`src/rtl/bp_pkg.sv`:
```
package bp_pkg;

  typedef enum logic [1:0] {
    CTR_SNT = 2'b00,
    CTR_WNT = 2'b01,
    CTR_WT  = 2'b10,
    CTR_ST  = 2'b11
  } ctr_e;

  // Saturating step of a two-bit direction counter.
  function automatic ctr_e ctr_step(input ctr_e cur, input logic taken);
    ctr_e nxt;
    nxt = cur;
    if (taken) begin
      if (cur != CTR_ST) nxt = ctr_e'(cur + 2'b01);
    end else begin
      if (cur != CTR_SNT) nxt = ctr_e'(cur - 2'b01);
    end
    return nxt;
  endfunction

endpackage

```
`src/rtl/bp_pht.sv`:
```
module bp_pht
  import bp_pkg::*;
#(
  parameter int IDX_W = 6
) (
  input  logic             clk,
  input  logic             rst_n,
  input  logic [IDX_W-1:0] rd_idx,
  output logic             rd_dir,
  input  logic             wr_en,
  input  logic [IDX_W-1:0] wr_idx,
  input  logic             wr_taken
);
  localparam int DEPTH = 1 << IDX_W;

  ctr_e ctr_q [DEPTH];

  for (genvar g = 0; g < DEPTH; g++) begin : g_ctr
    logic hit_wr;
    assign hit_wr = wr_en && (wr_idx == IDX_W'(g));
    always_ff @(posedge clk or negedge rst_n) begin
      if (!rst_n)      ctr_q[g] <= CTR_WNT;
      else if (hit_wr) ctr_q[g] <= ctr_step(ctr_q[g], wr_taken);
    end
  end

  ctr_e rd_ctr;
  assign rd_ctr = ctr_q[rd_idx];
  assign rd_dir = rd_ctr[1];

endmodule

```
`src/rtl/bp_btb.sv`:
```
module bp_btb #(
  parameter int IDX_W = 4,
  parameter int TAG_W = 26,
  parameter int TGT_W = 32
) (
  input  logic             clk,
  input  logic             rst_n,
  input  logic [IDX_W-1:0] rd_idx,
  input  logic [TAG_W-1:0] rd_tag,
  output logic             rd_hit,
  output logic [TGT_W-1:0] rd_tgt,
  input  logic             wr_en,
  input  logic [IDX_W-1:0] wr_idx,
  input  logic [TAG_W-1:0] wr_tag,
  input  logic [TGT_W-1:0] wr_tgt
);
  localparam int DEPTH = 1 << IDX_W;

  logic             vld_q [DEPTH];
  logic [TAG_W-1:0] tag_q [DEPTH];
  logic [TGT_W-1:0] tgt_q [DEPTH];

  for (genvar g = 0; g < DEPTH; g++) begin : g_ent
    logic sel;
    assign sel = wr_en && (wr_idx == IDX_W'(g));
    always_ff @(posedge clk or negedge rst_n) begin
      if (!rst_n) begin
        vld_q[g] <= 1'b0;
        tag_q[g] <= '0;
        tgt_q[g] <= '0;
      end else if (sel) begin
        vld_q[g] <= 1'b1;
        tag_q[g] <= wr_tag;
        tgt_q[g] <= wr_tgt;
      end
    end
  end

  assign rd_hit = vld_q[rd_idx] && (tag_q[rd_idx] == rd_tag);
  assign rd_tgt = tgt_q[rd_idx];

endmodule

```
`src/rtl/bp_redirect.sv`:
```
module bp_redirect #(
  parameter int PC_W = 32
) (
  input  logic            upd_fire,
  input  logic            upd_mispredict,
  input  logic            upd_taken,
  input  logic [PC_W-1:0] upd_pc,
  input  logic [PC_W-1:0] upd_target,
  output logic            redirect_valid,
  output logic [PC_W-1:0] redirect_pc
);
  localparam logic [PC_W-1:0] STEP = PC_W'(4);

  always_comb begin
    redirect_valid = upd_fire && upd_mispredict;
    redirect_pc    = upd_taken ? upd_target : (upd_pc + STEP);
  end

endmodule

```
`src/rtl/branch_predictor.sv`:
```
module branch_predictor #(
  parameter int PC_W      = 32,
  parameter int PHT_IDX_W = 6,
  parameter int BTB_IDX_W = 4
) (
  input  logic            clk,
  input  logic            rst_n,
  input  logic [PC_W-1:0] fetch_pc,
  output logic            pred_taken,
  output logic            btb_hit,
  output logic [PC_W-1:0] pred_next_pc,
  input  logic            upd_valid,
  output logic            upd_ready,
  input  logic [PC_W-1:0] upd_pc,
  input  logic            upd_taken,
  input  logic [PC_W-1:0] upd_target,
  input  logic            upd_mispredict,
  output logic            redirect_valid,
  output logic [PC_W-1:0] redirect_pc
);
  localparam int TAG_W = PC_W - 2 - BTB_IDX_W;
  localparam logic [PC_W-1:0] STEP = PC_W'(4);

  logic upd_fire;
  assign upd_ready = 1'b1;
  assign upd_fire  = upd_valid && upd_ready;

  logic            dir_rd;
  logic            hit_rd;
  logic [PC_W-1:0] tgt_rd;

  bp_pht #(.IDX_W(PHT_IDX_W)) u_pht (
    .clk      (clk),
    .rst_n    (rst_n),
    .rd_idx   (fetch_pc[2 +: PHT_IDX_W]),
    .rd_dir   (dir_rd),
    .wr_en    (upd_fire),
    .wr_idx   (upd_pc[2 +: PHT_IDX_W]),
    .wr_taken (upd_taken)
  );

  bp_btb #(.IDX_W(BTB_IDX_W), .TAG_W(TAG_W), .TGT_W(PC_W)) u_btb (
    .clk    (clk),
    .rst_n  (rst_n),
    .rd_idx (fetch_pc[2 +: BTB_IDX_W]),
    .rd_tag (fetch_pc[PC_W-1 : 2+BTB_IDX_W]),
    .rd_hit (hit_rd),
    .rd_tgt (tgt_rd),
    .wr_en  (upd_fire && upd_taken),
    .wr_idx (upd_pc[2 +: BTB_IDX_W]),
    .wr_tag (upd_pc[PC_W-1 : 2+BTB_IDX_W]),
    .wr_tgt (upd_target)
  );

  bp_redirect #(.PC_W(PC_W)) u_redir (
    .upd_fire       (upd_fire),
    .upd_mispredict (upd_mispredict),
    .upd_taken      (upd_taken),
    .upd_pc         (upd_pc),
    .upd_target     (upd_target),
    .redirect_valid (redirect_valid),
    .redirect_pc    (redirect_pc)
  );

  assign pred_taken   = dir_rd;
  assign btb_hit      = hit_rd;
  assign pred_next_pc = (hit_rd && dir_rd) ? tgt_rd : (fetch_pc + STEP);

endmodule

```
`config.mk`:
```
export PLATFORM = sky130hd
export DESIGN_NAME = branch_predictor
export DESIGN_NICKNAME = d
export VERILOG_FILES = /design/src/rtl/bp_pkg.sv /design/src/rtl/bp_pht.sv /design/src/rtl/bp_btb.sv /design/src/rtl/bp_redirect.sv /design/src/rtl/branch_predictor.sv
export SDC_FILE = /design/constraint.sdc
export NUM_CORES = 2
export LEC_CHECK = 0
export BUFFER_PORTS_ARGS = -buffer_cell sky130_fd_sc_hd__buf_2
export CORE_MARGIN = 10
export CORE_UTILIZATION = 40
export CTS_BUF_LIST = sky130_fd_sc_hd__clkbuf_2
export CTS_CLUSTER_SIZE = 10
export DETAILED_ROUTE_END_ITERATION = 10
export PLACE_DENSITY = 0.65
export SKIP_LAST_GASP = 1
export SYNTH_ARGS = -nofsm -noshare
export SYNTH_HDL_FRONTEND = slang
export SYNTH_SLANG_ARGS = --single-unit
```
`constraint.sdc`:
```
create_clock -name clk -period 4.15 [get_ports clk]
set_input_delay 0.415 -clock clk [delete_from_list [all_inputs] [get_ports clk]]
set_output_delay 0.415 -clock clk [all_outputs]
set_load 0.02 [all_outputs]
```
# Word level (Yosys, flattened, before mapping)
# Cells that the tools add are included.
[word_totals]
in_bits = 101
register_bits = 1072
output_inout_bits = 68
word_cells = 937
[op_classes]
n_lt_le_gt_ge = 2
eq_ne = 207
addsub = 130
bitwise_logic = 2
n_reduce_logical = 278
mux = 206
[ops]
columns = ["cell", "count"]
rows = [
  ["$mux W2", 194],
  ["$reduce_bool A2 Y1", 128],
  ["$eq A6 B6 Y1 const B", 32],
  ["$reduce_and A3 Y1", 64],
  ["$add A2 B1 Y2 const B", 64],
  ["$bmux W32 S4", 1],
  ["$mux W32", 4],
  ["$ne A2 B1 Y1 const B", 64],
  ["$ne A2 B2 Y1 const B", 64],
  ["$sub A2 B1 Y2 const B", 64],
  ["$bmux W26 S4", 1],
  ["$eq A6 B5 Y1 const B", 16],
  ["$logic_and A1 B1 Y1", 84],
  ["$add A32 B3 Y32 const B", 2],
  ["$mux W26", 2],
  ["$eq A6 B4 Y1 const B", 8],
  ["$eq A4 B4 Y1 const B", 8],
  ["$eq A26 B26 Y1", 1],
  ["$eq A6 B3 Y1 const B", 4],
  ["$eq A4 B3 Y1 const B", 4],
  ["$bmux W2 S6", 1],
  ["$eq A6 B2 Y1 const B", 2],
  ["$eq A4 B2 Y1 const B", 2],
  ["$ge A7 B7 Y1 const B", 1],
  ["other kinds (9)", 10],
]

# Logic depth before layout (Yosys ltp)
[depth]
ltp_word = 8
ltp_mapped = 15
mapped_depth_nobuf = 9

# Cells and area by module
# Synthesis repeated with hierarchy kept, for this count alone.
[unflattened]
hier_cells = 3707
hier_area_um2 = 51918.5
[by_module_without_submodules]
columns = ["module", "area_each_um2", "cells_per_inst", "n_inst", "seq_area_each_um2"]
rows = [
  ["bp_btb", 42690.9, 2588, 1, 23622.7],
  ["bp_pht", 7334.5, 805, 1, 3283.1],
  ["bp_redirect", 999.7, 163, 1, 0.0],
  ["branch_predictor", 893.4, 151, 1, 0.0],
]

# Worst setup path before layout
# OpenSTA, ideal clock, no wires.
[synth_path]
kind = "input port to output port"
startpoint = "in fetch_pc[3]"
endpoint = "out pred_next_pc[2]"
path_buffers = 5
cell_stages = 12
slack_ns = 0.219
t_required_ns = 3.735
t_arrival_ns = 3.516
path_cell_list = "buf_6 buf_12 buf_12 buf_12 mux4_2 nand2_1 nand4_1 mux4_2 or4_4 nor4b_4 buf_8 mux2i_1"
[synth_between]
elab_chain_len = 8
elab_cells_between_ends = 18
classes_between = "eq/ne: 1; mux: 13; bitwise: 2; reduce/logical: 2"
[synth_lines]
columns = ["element", "line_no", "source"]
rows = [
  ["start: declaration", "branch_predictor.sv:8", "input logic [PC_W-1:0] fetch_pc,"],
  ["$not A4 Y5 (implied by the code)", "bp_btb.sv:39, bp_btb.sv:40", ""],
  ["$bmux W26 S4", "bp_btb.sv:39", "assign rd_hit = vld_q[rd_idx] && (tag_q[rd_idx] == rd_tag);"],
  ["$mux W26 (implied by the code) (2 in a row)", "bp_btb.sv:39", ""],
  ["$eq A26 B26 Y1", "bp_btb.sv:39", ""],
  ["$logic_and A1 B1 Y1", "bp_btb.sv:39", ""],
  ["$logic_and A1 B1 Y1", "branch_predictor.sv:67", "assign pred_next_pc = (hit_rd && dir_rd) ? tgt_rd : (fetch_pc + STEP);"],
  ["$mux W32 (*)", "branch_predictor.sv:67", ""],
  ["end: declaration", "branch_predictor.sv:11", "output logic [PC_W-1:0] pred_next_pc,"],
]
# Every way passes the cells marked *; elsewhere a longest branch is shown, timed or not. The select of a mux whose other input is x is not followed.

# Worst setup path after layout
[layout_path]
startpoint = "reg u_btb.tag_q[299] in the netlist's numbering"
endpoint = "out pred_next_pc[15]"
[layout_between]
elab_chain_len = 7
[layout_lines]
columns = ["element", "line_no", "source"]
rows = [
  ["start: declaration", "bp_btb.sv:20", "logic [TAG_W-1:0] tag_q [DEPTH];"],
  ["start signal: indexed assignment", "bp_btb.sv:33", "tag_q[g] <= wr_tag;"],
  ["$bmux W26 S4", "bp_btb.sv:39", ""],
  ["$mux W26 (implied by the code) (2 in a row)", "bp_btb.sv:39", ""],
  ["$eq A26 B26 Y1", "bp_btb.sv:39", ""],
  ["$logic_and A1 B1 Y1", "bp_btb.sv:39", ""],
  ["$logic_and A1 B1 Y1", "branch_predictor.sv:67", ""],
  ["$mux W32", "branch_predictor.sv:67", ""],
]
# Every way passes these cells. The select of a mux whose other input is x is not followed.

==> run_results.csv <==
group,metric,value,unit
run_status,status,"finished, violations left",
run_status,violations,"setup timing",
critical_path,required,3730,ps
detailed_routing,vias,36040,
yosys,synth_most_common_cell,"dfrtp_1",
power,pwr-share-seq,0.526,
critical_path,r2r-start,"u_btb.tag_q[270]",
yosys,syn_inst,3858,
yosys,yosysSeqAreaShare,0.5112,
global_route,antenna_found_initial,28,
detailed_routing,drt-initial-drc-count,2837,
yosys,synth_ff_type,"dfrtp_1",
cts,clockBufferDepth,4,
global_route,grt_pass1_vias,37390,
floorplanning,die_area,146500,sq um
critical_path,critPathMaxFanout,6,
power,ir_drop,0.3039,mV
yosys,synth_edf_count,0,
floorplanning,io_pins,169,
power,leakagePower,26.33,nW
global_route,grt_max_degree,97,
power,share_comb_of_total_power,0.196,
timing,max_clock_freq,186.4,MHz
timing,hold_viol,0,
power,intPower,17.97,mW
global_route,grt_pass1_wl,240700,microns
flow_run,maxCapViolCount,0,
floorplanning,row_count,133,
critical_path,crit_start,"u_btb.tag_q[299]",
detailed_routing,ant_nets,0,
floorplanning,die_x,382.8,microns
detailed_routing,wl,160400,microns
detailed_routing,dr.pass1.iters,5,
yosys,yosys-top-cells-count,"dfrtp_1, mux2_2, o21ai_0",
timing,fin_crit,5364,ps
placement,dp_hpwl,97610,microns
critical_path,setup.worst_path.end_class,"output pin",
critical_path,arrival,4950,ps
placement,io_buffers,167,
global_route,track_usage,0.2160,
yosys,synthArstFlopShare,1.000,
cts,cts_tree,"done",
finish,final_nets,4434,
cts,htreeDepth,5,
power,pwr-share-clk,0.279,
yosys,avgSynthCellArea,13.64,sq um
hold_path,hold_start,"upd_valid",
timing,tns,-37950,ps
cts,clk_pin_slew_worst_paths,120,ps
cts,cts.sinks,1072,
power,switching_power,7.456,mW
yosys,synth_seq_cells,1072,
yosys,synth_top_area_share,0.4792,
timing,drv_slew,0,
timing,fin_hold_ws,208.7,ps
floorplanning,die_y,382.8,microns
placement,gp_congestion,0.9005,
cts,cts_buffers,290,
hold_path,hold_path_class,"input port to flip-flop",
cts,insertion_delay,1560,ps
yosys,synth_area_leader_cell,"dfrtp_1",
critical_path,critPathLaunchType,"flip-flop",
yosys,yosysWarnings,0,
critical_path,worstSetupPathType,"flip-flop to output pin",
yosys,syn_area,52640,sq um
detailed_routing,via_per_inst,5.750,
timing,min_period_over_period,1.292,
finish,nFillCells,12010,
finish,synthToLayoutAreaGrowth,14.74,%
detailed_routing,wl_per_cell,25.60,microns
timing,rsz0062_at_grt,"true",
timing,finalSetupViolations,33,
floorplanning,coreArea,131100,sq um
yosys,synth_cell_types,81,
timing,worst_slack,-1214,ps
detailed_routing,drc,0,
floorplanning,initial_core_util,0.4014,
yosys,synth_area_leaders,"dfrtp_1, mux2_2, mux4_2",
finish,final_util,0.4605,
finish,layout-drive-gt1-share,0.4766,
cts,cts_root_buf,"clkbuf_2",
power,power_switching_share,0.2933,
timing,worst_pin_slew,1227,ps
global_route,overflow,0,
timing,fin_skew,59.78,ps
yosys,synth_nets,3964,
power,power_density,421.0,nW/um^2
timing,slew_headroom,0.1822,
## logic make-up (layout without fill, tap and decap cells)
kind of cell	Yosys count	count (layout)	share of synthesized area
adder cells (fa/ha/maj)	5	5	0.001189
buffers and inverters	344	989	0.03145
AND/OR/NAND/NOR	535	535	0.05182
flip-flops	1072	1072	0.5112
AO/OA/AOI/OAI	517	517	0.05688
multiplexers	1309	1309	0.3349
XOR/XNOR	75	75	0.01248
other	1	11	0.00007124
## routing by layer
metal | track usage | routed length (microns) | vias to the layer above
met5 | 0 | 122 | -
met4 | 0.08188 | 5388 | 20
met3 | 0.05265 | 11560 | 302
met2 | 0.3375 | 74350 | 1283
met1 | 0.2897 | 69010 | 19030
li1 | - | - | 15410
## worst paths after layout
check	endpoint	slack, ps	depth (start not counted)
max	pred_next_pc[15]	-1210	10
min	u_pht.ctr_q[65]	210	5
max reg2reg	u_btb.tag_q[270]	2710	3
min reg2reg	u_btb.vld_q[0]	480	1
max in group asynchronous	u_btb.vld_q[8]	2440	7
min in group asynchronous	u_btb.tag_q[412]	630	5
## flip-flops by register name, summed over array words and instances, names as in the netlist
signal / count
u_btb.vld_q: 16
u_btb.tag_q: 416
u_btb.tgt_q: 512
u_pht.ctr_q: 128
## critical path, cell delays in order (launching register included)
cell and delay (ps):
dfrtp_1 390, mux4_2 490, nand2_2 90, nand4_1 80, mux4_2 540, or4_4 550, nor4b_4 330, buf_6 270
buf_12 180, mux2_4 320, buf_6 140
## stage by stage
stage | instances | total power, mW | cell area [sq um] | setup WS, ps
after global routing | 6263 | 26.81 | 60380 | -1414
after floorplan | 3858 | 16.67 | 52640 | 218.8
after detailed placement | 5637 | 18.32 | 56230 | -465.7
final | 6268 | 25.42 | 60390 | -1214
after CTS | 6250 | 25.61 | 60180 | -1354
after global placement | 5637 | 18.13 | 56230 | -473.4
## placed cells by master, fill, tap and decap left out, types with 10 or more instances in the layout
master         netlist  routed
dfrtp_1           1008    1005
diode_2              0      10
o21ai_0            234     233
xor2_1              27      27
nor2_4               0      12
buf_2               21     140
mux4_4              13      13
nand3_1             37      35
xnor2_1             48      48
clkinv_1             0      26
mux2_2             950     948
mux2_4              30      32
mux2i_1             78      77
buf_6               11      22
dlygate4sd3_1        3     143
inv_1               18      16
mux4_2             230     231
buf_12               6      50
nor2b_1             13      12
nand4_1             25      25
dfstp_2             64      64
a22oi_1             20      19
nand2_1            168     165
buf_4               14     141
a31oi_1             19      19
nor2_1             122     109
o31ai_1             48      48
nand3b_1            47      47
or2_2               14      14
nor3b_1             18      18
or3_1               12      12
and2_1              11      11
clkbuf_2             2     429
and3_1              17      16
a21oi_1            132     132
## power by group through the flow
stage | Combinational [mW] | Clock, mW | Sequential (mW)
2_1_floorplan | 3.49 | 0 | 13.2
3_3_place_gp | 4.67 | 0 | 13.5
3_5_place_dp | 4.79 | 0 | 13.5
4_1_cts | 4.96 | 7.32 | 13.3
5_1_grt | 5.33 | 7.89 | 13.6
6_report | 4.97 | 7.08 | 13.4
## timing repair
action                     4_1_cts  5_1_grt
pin swaps                        4        3
hold endpoints to repair      2129        0
setup endpoints to repair       34       36
cloned                           1        1
buffers inserted                 0        7
hold buffers                   145        0
gates resized for setup         37       32
## cell type report
class	instances	area, sq um	share of cell area
sequential	1072	26910	0.4456
multi-input combinational	2442	24260	0.4017
timing repair buffer	504	4607	0.07628
tap	1755	2196	0.03636
clock buffer	429	2147	0.03555
clock inverter	38	173.9	0.002880
inverter	18	71.32	0.001181
antenna	10	25.02	0.0004144
Note: power is estimated with default switching activity, not from simulation.
